File: src/rtl/card_bus_front.sv
module card_bus_front #(
  parameter int ADDR_W     = 11,
  parameter int ATTR_WORDS = 16,
  parameter int CFG_BYTE   = 'h200
) (
  input  logic              clk,
  input  logic              rst_n,
  input  logic [ADDR_W-1:0] addr,
  input  logic              ce1_n,
  input  logic              ce2_n,
  input  logic              reg_n,
  input  logic              oe_n,
  input  logic              we_n,
  input  logic              iord_n,
  input  logic              iowr_n,
  input  logic [15:0]       din,
  output logic [15:0]       dout,
  output logic              dout_en,
  output logic              word16_n
);
  localparam int AIX_W = (ATTR_WORDS > 1) ? $clog2(ATTR_WORDS) : 1;
  localparam logic [ADDR_W-1:0] CFG_A = ADDR_W'(CFG_BYTE);

  logic [3:0] s1, s2, s3;
  logic       ide_q, io_q;
  logic [7:0] attr_q [ATTR_WORDS];
  logic [7:0] tf_q [8];
  logic [7:0] cfg_q, dhi_q, dev_q;

  always_ff @(posedge clk or negedge rst_n)
    if (!rst_n) begin
      s1 <= '1; s2 <= '1; s3 <= '1;
    end else begin
      s1 <= {iowr_n, iord_n, we_n, oe_n};
      s2 <= s1;
      s3 <= s2;
    end

  always_ff @(posedge clk)
    if (!rst_n) ide_q <= ~oe_n;

  assign io_q = |cfg_q[5:0];

  logic mem_rd, mem_wev, io_rd, io_wev, any_ce;
  assign mem_rd  = ~s2[0];
  assign mem_wev = s2[1] & ~s3[1];
  assign io_rd   = ~s2[2];
  assign io_wev  = s2[3] & ~s3[3];
  assign any_ce  = ~(ce1_n & ce2_n);

  logic attr_sel, cmn_sel, iot_sel, ide_cs;
  assign attr_sel = ~ide_q & ~reg_n;
  assign cmn_sel  = ~ide_q & ~io_q & reg_n;
  assign iot_sel  = ~ide_q & io_q & ~reg_n;
  assign ide_cs   = ide_q & (ce1_n ^ ce2_n);

  logic rd_attr, rd_tf, rd_ide, wr_attr, wr_tf, wr_ide;
  assign rd_attr = mem_rd & attr_sel & any_ce;
  assign rd_tf   = ((mem_rd & cmn_sel) | (io_rd & iot_sel)) & any_ce;
  assign rd_ide  = io_rd & ide_cs;
  assign wr_attr = mem_wev & attr_sel & any_ce;
  assign wr_tf   = ((mem_wev & cmn_sel) | (io_wev & iot_sel)) & any_ce;
  assign wr_ide  = io_wev & ide_cs;

  logic [ADDR_W-1:0] lo_a, hi_a, lo_wa;
  assign lo_a  = {addr[ADDR_W-1:1], 1'b0};
  assign hi_a  = {addr[ADDR_W-1:1], 1'b1};
  assign lo_wa = ce2_n ? addr : lo_a;

  function automatic logic [7:0] space_byte(input logic to_tf, input logic [ADDR_W-1:0] a);
    if (to_tf) begin
      if (!a[3])              return tf_q[a[2:0]];
      else if (a[3:0] == 4'hE) return tf_q[7];
      else if (a[3:0] == 4'hF) return dev_q;
      else                     return 8'hFF;
    end else begin
      if (!a[0] && int'(a[ADDR_W-1:1]) < ATTR_WORDS) return attr_q[a[AIX_W:1]];
      else if (a == CFG_A)                            return cfg_q;
      else                                            return 8'hFF;
    end
  endfunction

  logic [15:0] rd_word;
  always_comb begin
    rd_word = 16'hFFFF;
    if (rd_ide) begin
      if (!ce1_n)
        rd_word = (addr[2:0] == 3'd0) ? {dhi_q, tf_q[0]} : {8'hFF, tf_q[addr[2:0]]};
      else if (addr[2:0] == 3'd6)
        rd_word = {8'hFF, tf_q[7]};
      else if (addr[2:0] == 3'd7)
        rd_word = {8'hFF, dev_q};
    end else if (rd_attr | rd_tf) begin
      case ({ce2_n, ce1_n})
        2'b00:   rd_word = (rd_tf && lo_a[3:0] == 4'd0) ? {dhi_q, tf_q[0]}
                         : {space_byte(rd_tf, hi_a), space_byte(rd_tf, lo_a)};
        2'b10:   rd_word = {8'hFF, space_byte(rd_tf, addr)};
        2'b01:   rd_word = {space_byte(rd_tf, hi_a), 8'hFF};
        default: rd_word = 16'hFFFF;
      endcase
    end
  end

  assign dout_en = rd_ide | rd_attr | rd_tf;
  assign dout    = dout_en ? rd_word : 16'h0000;

  assign word16_n = ~((ide_q & ~ce1_n & ce2_n & (addr[2:0] == 3'd0)) |
                      (~ide_q & io_q & ~reg_n & ~ce1_n & (addr[3:1] == 3'd0)));

  always_ff @(posedge clk or negedge rst_n)
    if (!rst_n) begin
      for (int i = 0; i < ATTR_WORDS; i++) attr_q[i] <= '0;
      for (int j = 0; j < 8; j++) tf_q[j] <= '0;
      cfg_q <= '0;
      dhi_q <= '0;
      dev_q <= '0;
    end else begin
      if (wr_attr && !ce1_n) begin
        for (int i = 0; i < ATTR_WORDS; i++)
          if (!lo_wa[0] && lo_wa[ADDR_W-1:1] == (ADDR_W-1)'(i)) attr_q[i] <= din[7:0];
        if (lo_wa == CFG_A) cfg_q <= din[7:0];
      end
      if (wr_tf) begin
        if (!ce1_n && !ce2_n && lo_a[3:0] == 4'd0) begin
          tf_q[0] <= din[7:0];
          dhi_q   <= din[15:8];
        end else begin
          for (int j = 0; j < 8; j++)
            if (!ce1_n && lo_wa[3:0] == 4'(j)) tf_q[j] <= din[7:0];
            else if (!ce2_n && hi_a[3:0] == 4'(j)) tf_q[j] <= din[15:8];
          if (!ce1_n && lo_wa[3:0] == 4'hE) dev_q <= din[7:0];
        end
      end
      if (wr_ide) begin
        if (!ce1_n) begin
          for (int j = 0; j < 8; j++)
            if (addr[2:0] == 3'(j)) tf_q[j] <= din[7:0];
          if (addr[2:0] == 3'd0) dhi_q <= din[15:8];
        end else if (addr[2:0] == 3'd6) begin
          dev_q <= din[7:0];
        end
      end
    end
endmodule

File: config.mk
export PLATFORM = sky130hd
export DESIGN_NAME = card_bus_front
export DESIGN_NICKNAME = d
export VERILOG_FILES = /design/src/rtl/card_bus_front.sv
export SDC_FILE = /design/constraint.sdc
export NUM_CORES = 1
export LEC_CHECK = 0
export BUFFER_PORTS_ARGS = -buffer_cell sky130_fd_sc_hd__buf_2
export CORE_MARGIN = 2
export CORE_UTILIZATION = 30
export DETAILED_ROUTE_END_ITERATION = 8
export HOLD_SLACK_MARGIN = 0.02
export PLACE_DENSITY = 0.52
export SLEW_MARGIN = 5
export SYNTH_ARGS = -nofsm -noshare
export SYNTH_HDL_FRONTEND = slang
export SYNTH_SLANG_ARGS = --single-unit
File: constraint.sdc
create_clock -name clk -period 2.95 [get_ports clk]
set_input_delay 0 -clock clk [delete_from_list [all_inputs] [get_ports clk]]
set_output_delay 0 -clock clk [all_outputs]
set_load 0.01 [all_outputs]
==> qor.json <==
{
  "global_route": {
    "grt_antenna_before_repair": 0,
    "global_route_wire_length_before_repair_mm": 66.70,
    "grt_pass1_vias": 10030,
    "grt_max_degree": 78,
    "global_route.usage.total_pct": 20.25,
    "grt-ovfl-total": 0
  },
  "synth": {
    "ys_types": 79,
    "synth_seq_cells": 227,
    "synth_area_um2": 12610,
    "synth_ff_type": "sky130_fd_sc_hd__dfrtp_1",
    "synth_area_leaders": "sky130_fd_sc_hd__dfrtp_1 43%, sky130_fd_sc_hd__mux2_2 17%, sky130_fd_sc_hd__mux4_2 5.4%, sky130_fd_sc_hd__mux2i_1 3.3%, sky130_fd_sc_hd__o21ai_0 2.3%",
    "synth_enable_flop_cells": 1,
    "asyncSetResetFlopFracSynth_pct": 99.56,
    "ys_warn_count": 0,
    "synth.net_count": 1127,
    "synth_area_per_cell_um2": 11.60,
    "synthDominantAreaCellType": "sky130_fd_sc_hd__dfrtp_1",
    "synthesis.instances": 1087,
    "synth_seq_area_share_pct": 45.20,
    "fraction_of_synthesized_cell_area_taken_by_the_top_area_cell_type_pct": 42.88
  },
  "timing": {
    "skew_final_ns": 0.02330,
    "grt_setup_unrepaired": "true",
    "setup-violations-final": 1,
    "share_of_the_cycle_needed_by_the_critical_path_after_routing_pct": 100.9,
    "max_freq_ghz": 0.3360,
    "actual_transition_at_the_worst_max_transition_pin_ns": 1.042,
    "fin_crit_ns": 2.976,
    "slew_violations": 0,
    "layout_setup_ws_ns": -0.02644,
    "timing.max_slew.rel_slack_pct": 29.61,
    "final-hold-violation-count": 0
  },
  "floorplan": {
    "die_height_um": 209.0,
    "std_cell_rows": 75,
    "placeableCoreArea_um2": 41670,
    "floorplan.initialDensity_pct": 30.26,
    "die_area_um2": 43670,
    "chipWidth_um": 209.0,
    "top_level_ports": 54
  },
  "clock_network": {
    "cts_htree_levels": 1,
    "cts-root-buf": "sky130_fd_sc_hd__clkbuf_16",
    "max-clock-path-buffers": 3,
    "clk-insertion-delay-late_ns": 0.57,
    "tritoncts_clock_tree": "yes",
    "clock_sink_count": 227,
    "cts.reportedPaths.clkPinSlew_ns": 0.06,
    "cts_inserted_buffers": 26
  },
  "place": {
    "port_buffer_count": 53,
    "placed_area_um2": 13860,
    "dp_hpwl_mm": 31.03,
    "gpl.final_weighted_congestion": 0.9321,
    "detailedPlace.worstSlack_ns": 0.3427,
    "dp_cells": 1682
  },
  "cells_and_area": {
    "layoutNonFillerInstCount": 1767,
    "area_growth_syn_to_layout_pct": 21.80,
    "final_cell_mix": "214 x sky130_fd_sc_hd__dfrtp_1, 187 x sky130_fd_sc_hd__mux2_2, 91 x sky130_fd_sc_hd__buf_4",
    "layout.cell_area.non_filler_um2": 15350,
    "utilization_pct": 36.85,
    "area_taken_by_multi_input_logic_gates_um2": 6665,
    "antenna_cells": 0,
    "layout-drive-gt1-share_pct": 39.74,
    "nFillCells": 4130,
    "nets": 1248,
    "layout.cells.most_common": "sky130_fd_sc_hd__dfrtp_1",
    "seq_area_um2": 5700
  },
  "power_and_ir_drop": {
    "cellLeakagePower_nw": 6.938,
    "power.density_nw_per_um2": 551.7,
    "fin_total_pwr_mw": 8.470,
    "vdd_drop_max_mv": 0.4555
  },
  "flow_run": {
    "maxCapViolCount": 0
  },
  "routing": {
    "routed.top_layer": "met4",
    "dr_total_vias": 9897,
    "routedLengthMet1_mm": 19.95,
    "avgViaCountPerCell": 5.601,
    "ant_nets": 0,
    "met3_length_mm": 2.029,
    "route.detailed.wl_per_inst_um": 24.96,
    "post-route-drc-count": 0,
    "dr.pass1.iters": 6,
    "final_routed_wirelength_mm": 44.10,
    "initialDrtViolationCount": 802,
    "dr_wl_met2_mm": 20.46
  },
  "run_status": {
    "violated_checks": "negative setup slack",
    "outcome": "finished, violations left"
  },
  "worst_setup_path": {
    "start_kind": "flip-flop",
    "path_class": "flip-flop to output pin",
    "critical_path_required_ns": 2.95,
    "worstReg2RegStart": "cfg_q[4]",
    "setup.worst_path.start": "cfg_q[4]",
    "crit_path_end_kind": "output pin",
    "cp_max_fo": 6,
    "cp_data_arrival_time_ns": 2.98
  },
  "min_path": {
    "hold_path_class": "input port to asynchronous set/reset pin"
  }
}
## final timing paths
check,slack (ns),end,depth (start not counted)
max in group asynchronous,2.02,s2[3],3
worst max-delay path,-0.03,dout[2],8
min in group clk,0.07,s1[1],2
worst max register to register,0.16,tf_q[51],7
worst min register to register,0.36,s2[2],0
worst min-delay path,0.002,tf_q[8],2
## stage by stage
step	hold WS [ns]	TNS, ns
6_report	0.001991	-0.02644
5_1_grt	0.04958	-0.3204
4_1_cts	0.03332	-0.1218
3_5_place_dp	0.02889	0
3_3_place_gp	0.02498	0
2_1_floorplan	-0.2956	0
## cells in the mapped netlist, types with 7 or more instances
cell type,n
sky130_fd_sc_hd__a21oi_1,31
sky130_fd_sc_hd__mux2i_1,41
sky130_fd_sc_hd__buf_2,21
sky130_fd_sc_hd__nor2b_1,10
sky130_fd_sc_hd__or3_1,8
sky130_fd_sc_hd__dfrtp_1,216
sky130_fd_sc_hd__and2_1,8
sky130_fd_sc_hd__o22ai_1,21
sky130_fd_sc_hd__a22oi_1,24
sky130_fd_sc_hd__mux2_2,187
sky130_fd_sc_hd__nand3_1,17
sky130_fd_sc_hd__inv_1,21
sky130_fd_sc_hd__nor2_1,39
sky130_fd_sc_hd__mux2_4,8
sky130_fd_sc_hd__nand2b_1,8
sky130_fd_sc_hd__a31oi_1,9
sky130_fd_sc_hd__clkbuf_1,43
sky130_fd_sc_hd__nand4_1,9
sky130_fd_sc_hd__dfstp_2,10
sky130_fd_sc_hd__o211a_1,7
sky130_fd_sc_hd__nand2_1,74
sky130_fd_sc_hd__o221ai_1,10
sky130_fd_sc_hd__o21ai_0,58
sky130_fd_sc_hd__a32oi_1,8
sky130_fd_sc_hd__mux4_2,30
sky130_fd_sc_hd__nor3_1,17
## repair_timing
item,4_1_cts,5_1_grt
endpoints found under the setup margin,14,15
hold endpoints to repair,213,0
setup buffers,5,12
pin swaps,3,9
gates resized for setup,10,26
hold buffers,20,0
## per-layer routing
layer / global-route usage, % / vias up
met1: 28.02 / 5093
met5: 0 / -
met4: 7.266 / 0
met3: 2.690 / 91
met2: 32.55 / 341
li1: - / 4372
## registers in the layout (all words and copies together), names as in the netlist
name and cells:
s2 4, cfg_q 8, ide_q 1, dev_q 8
dhi_q 8, s3 2, attr_q 128, tf_q 64
s1 4
## cells by family (layout without fill, tap and decap cells)
| logic type | after synthesis | count (layout) | synth area share, % |
|---|---|---|---|
| mux | 266 | 266 | 26.27 |
| compound gates | 251 | 251 | 14.09 |
| simple gates | 241 | 241 | 10.73 |
| flops | 227 | 227 | 45.20 |
| buf+inv | 98 | 239 | 3.305 |
| fa+ha+maj | 4 | 4 | 0.3970 |
## layout make-up
cell class | count | share of cell area, %
multi-input cells | 762 | 43.41
repair buffers | 168 | 8.052
clock buffers | 34 | 4.824
clock inverters | 14 | 1.630
well taps | 539 | 4.392
inverters | 23 | 0.5623
flip-flops and latches | 227 | 37.13
## worst max-delay path, cell delays in order, from the launching register on
cell and delay, ns:
sky130_fd_sc_hd__dfrtp_1 0.42, sky130_fd_sc_hd__or4_4 0.58, sky130_fd_sc_hd__o21ai_4 0.16, sky130_fd_sc_hd__buf_6 0.12, sky130_fd_sc_hd__and3b_2 0.28, sky130_fd_sc_hd__o211a_4 0.23
sky130_fd_sc_hd__nand2_2 0.05, sky130_fd_sc_hd__a311o_1 0.40, sky130_fd_sc_hd__buf_2 0.16
## report_power, final
group	internal (mW)	leakage (nW)	switching (mW)
Clock	2.30	0.482	1.42
Combinational	0.505	3.40	0.713
Sequential	3.32	3.06	0.214
Total	6.12	6.94	2.35
Note: power is estimated with default switching activity, not from simulation.
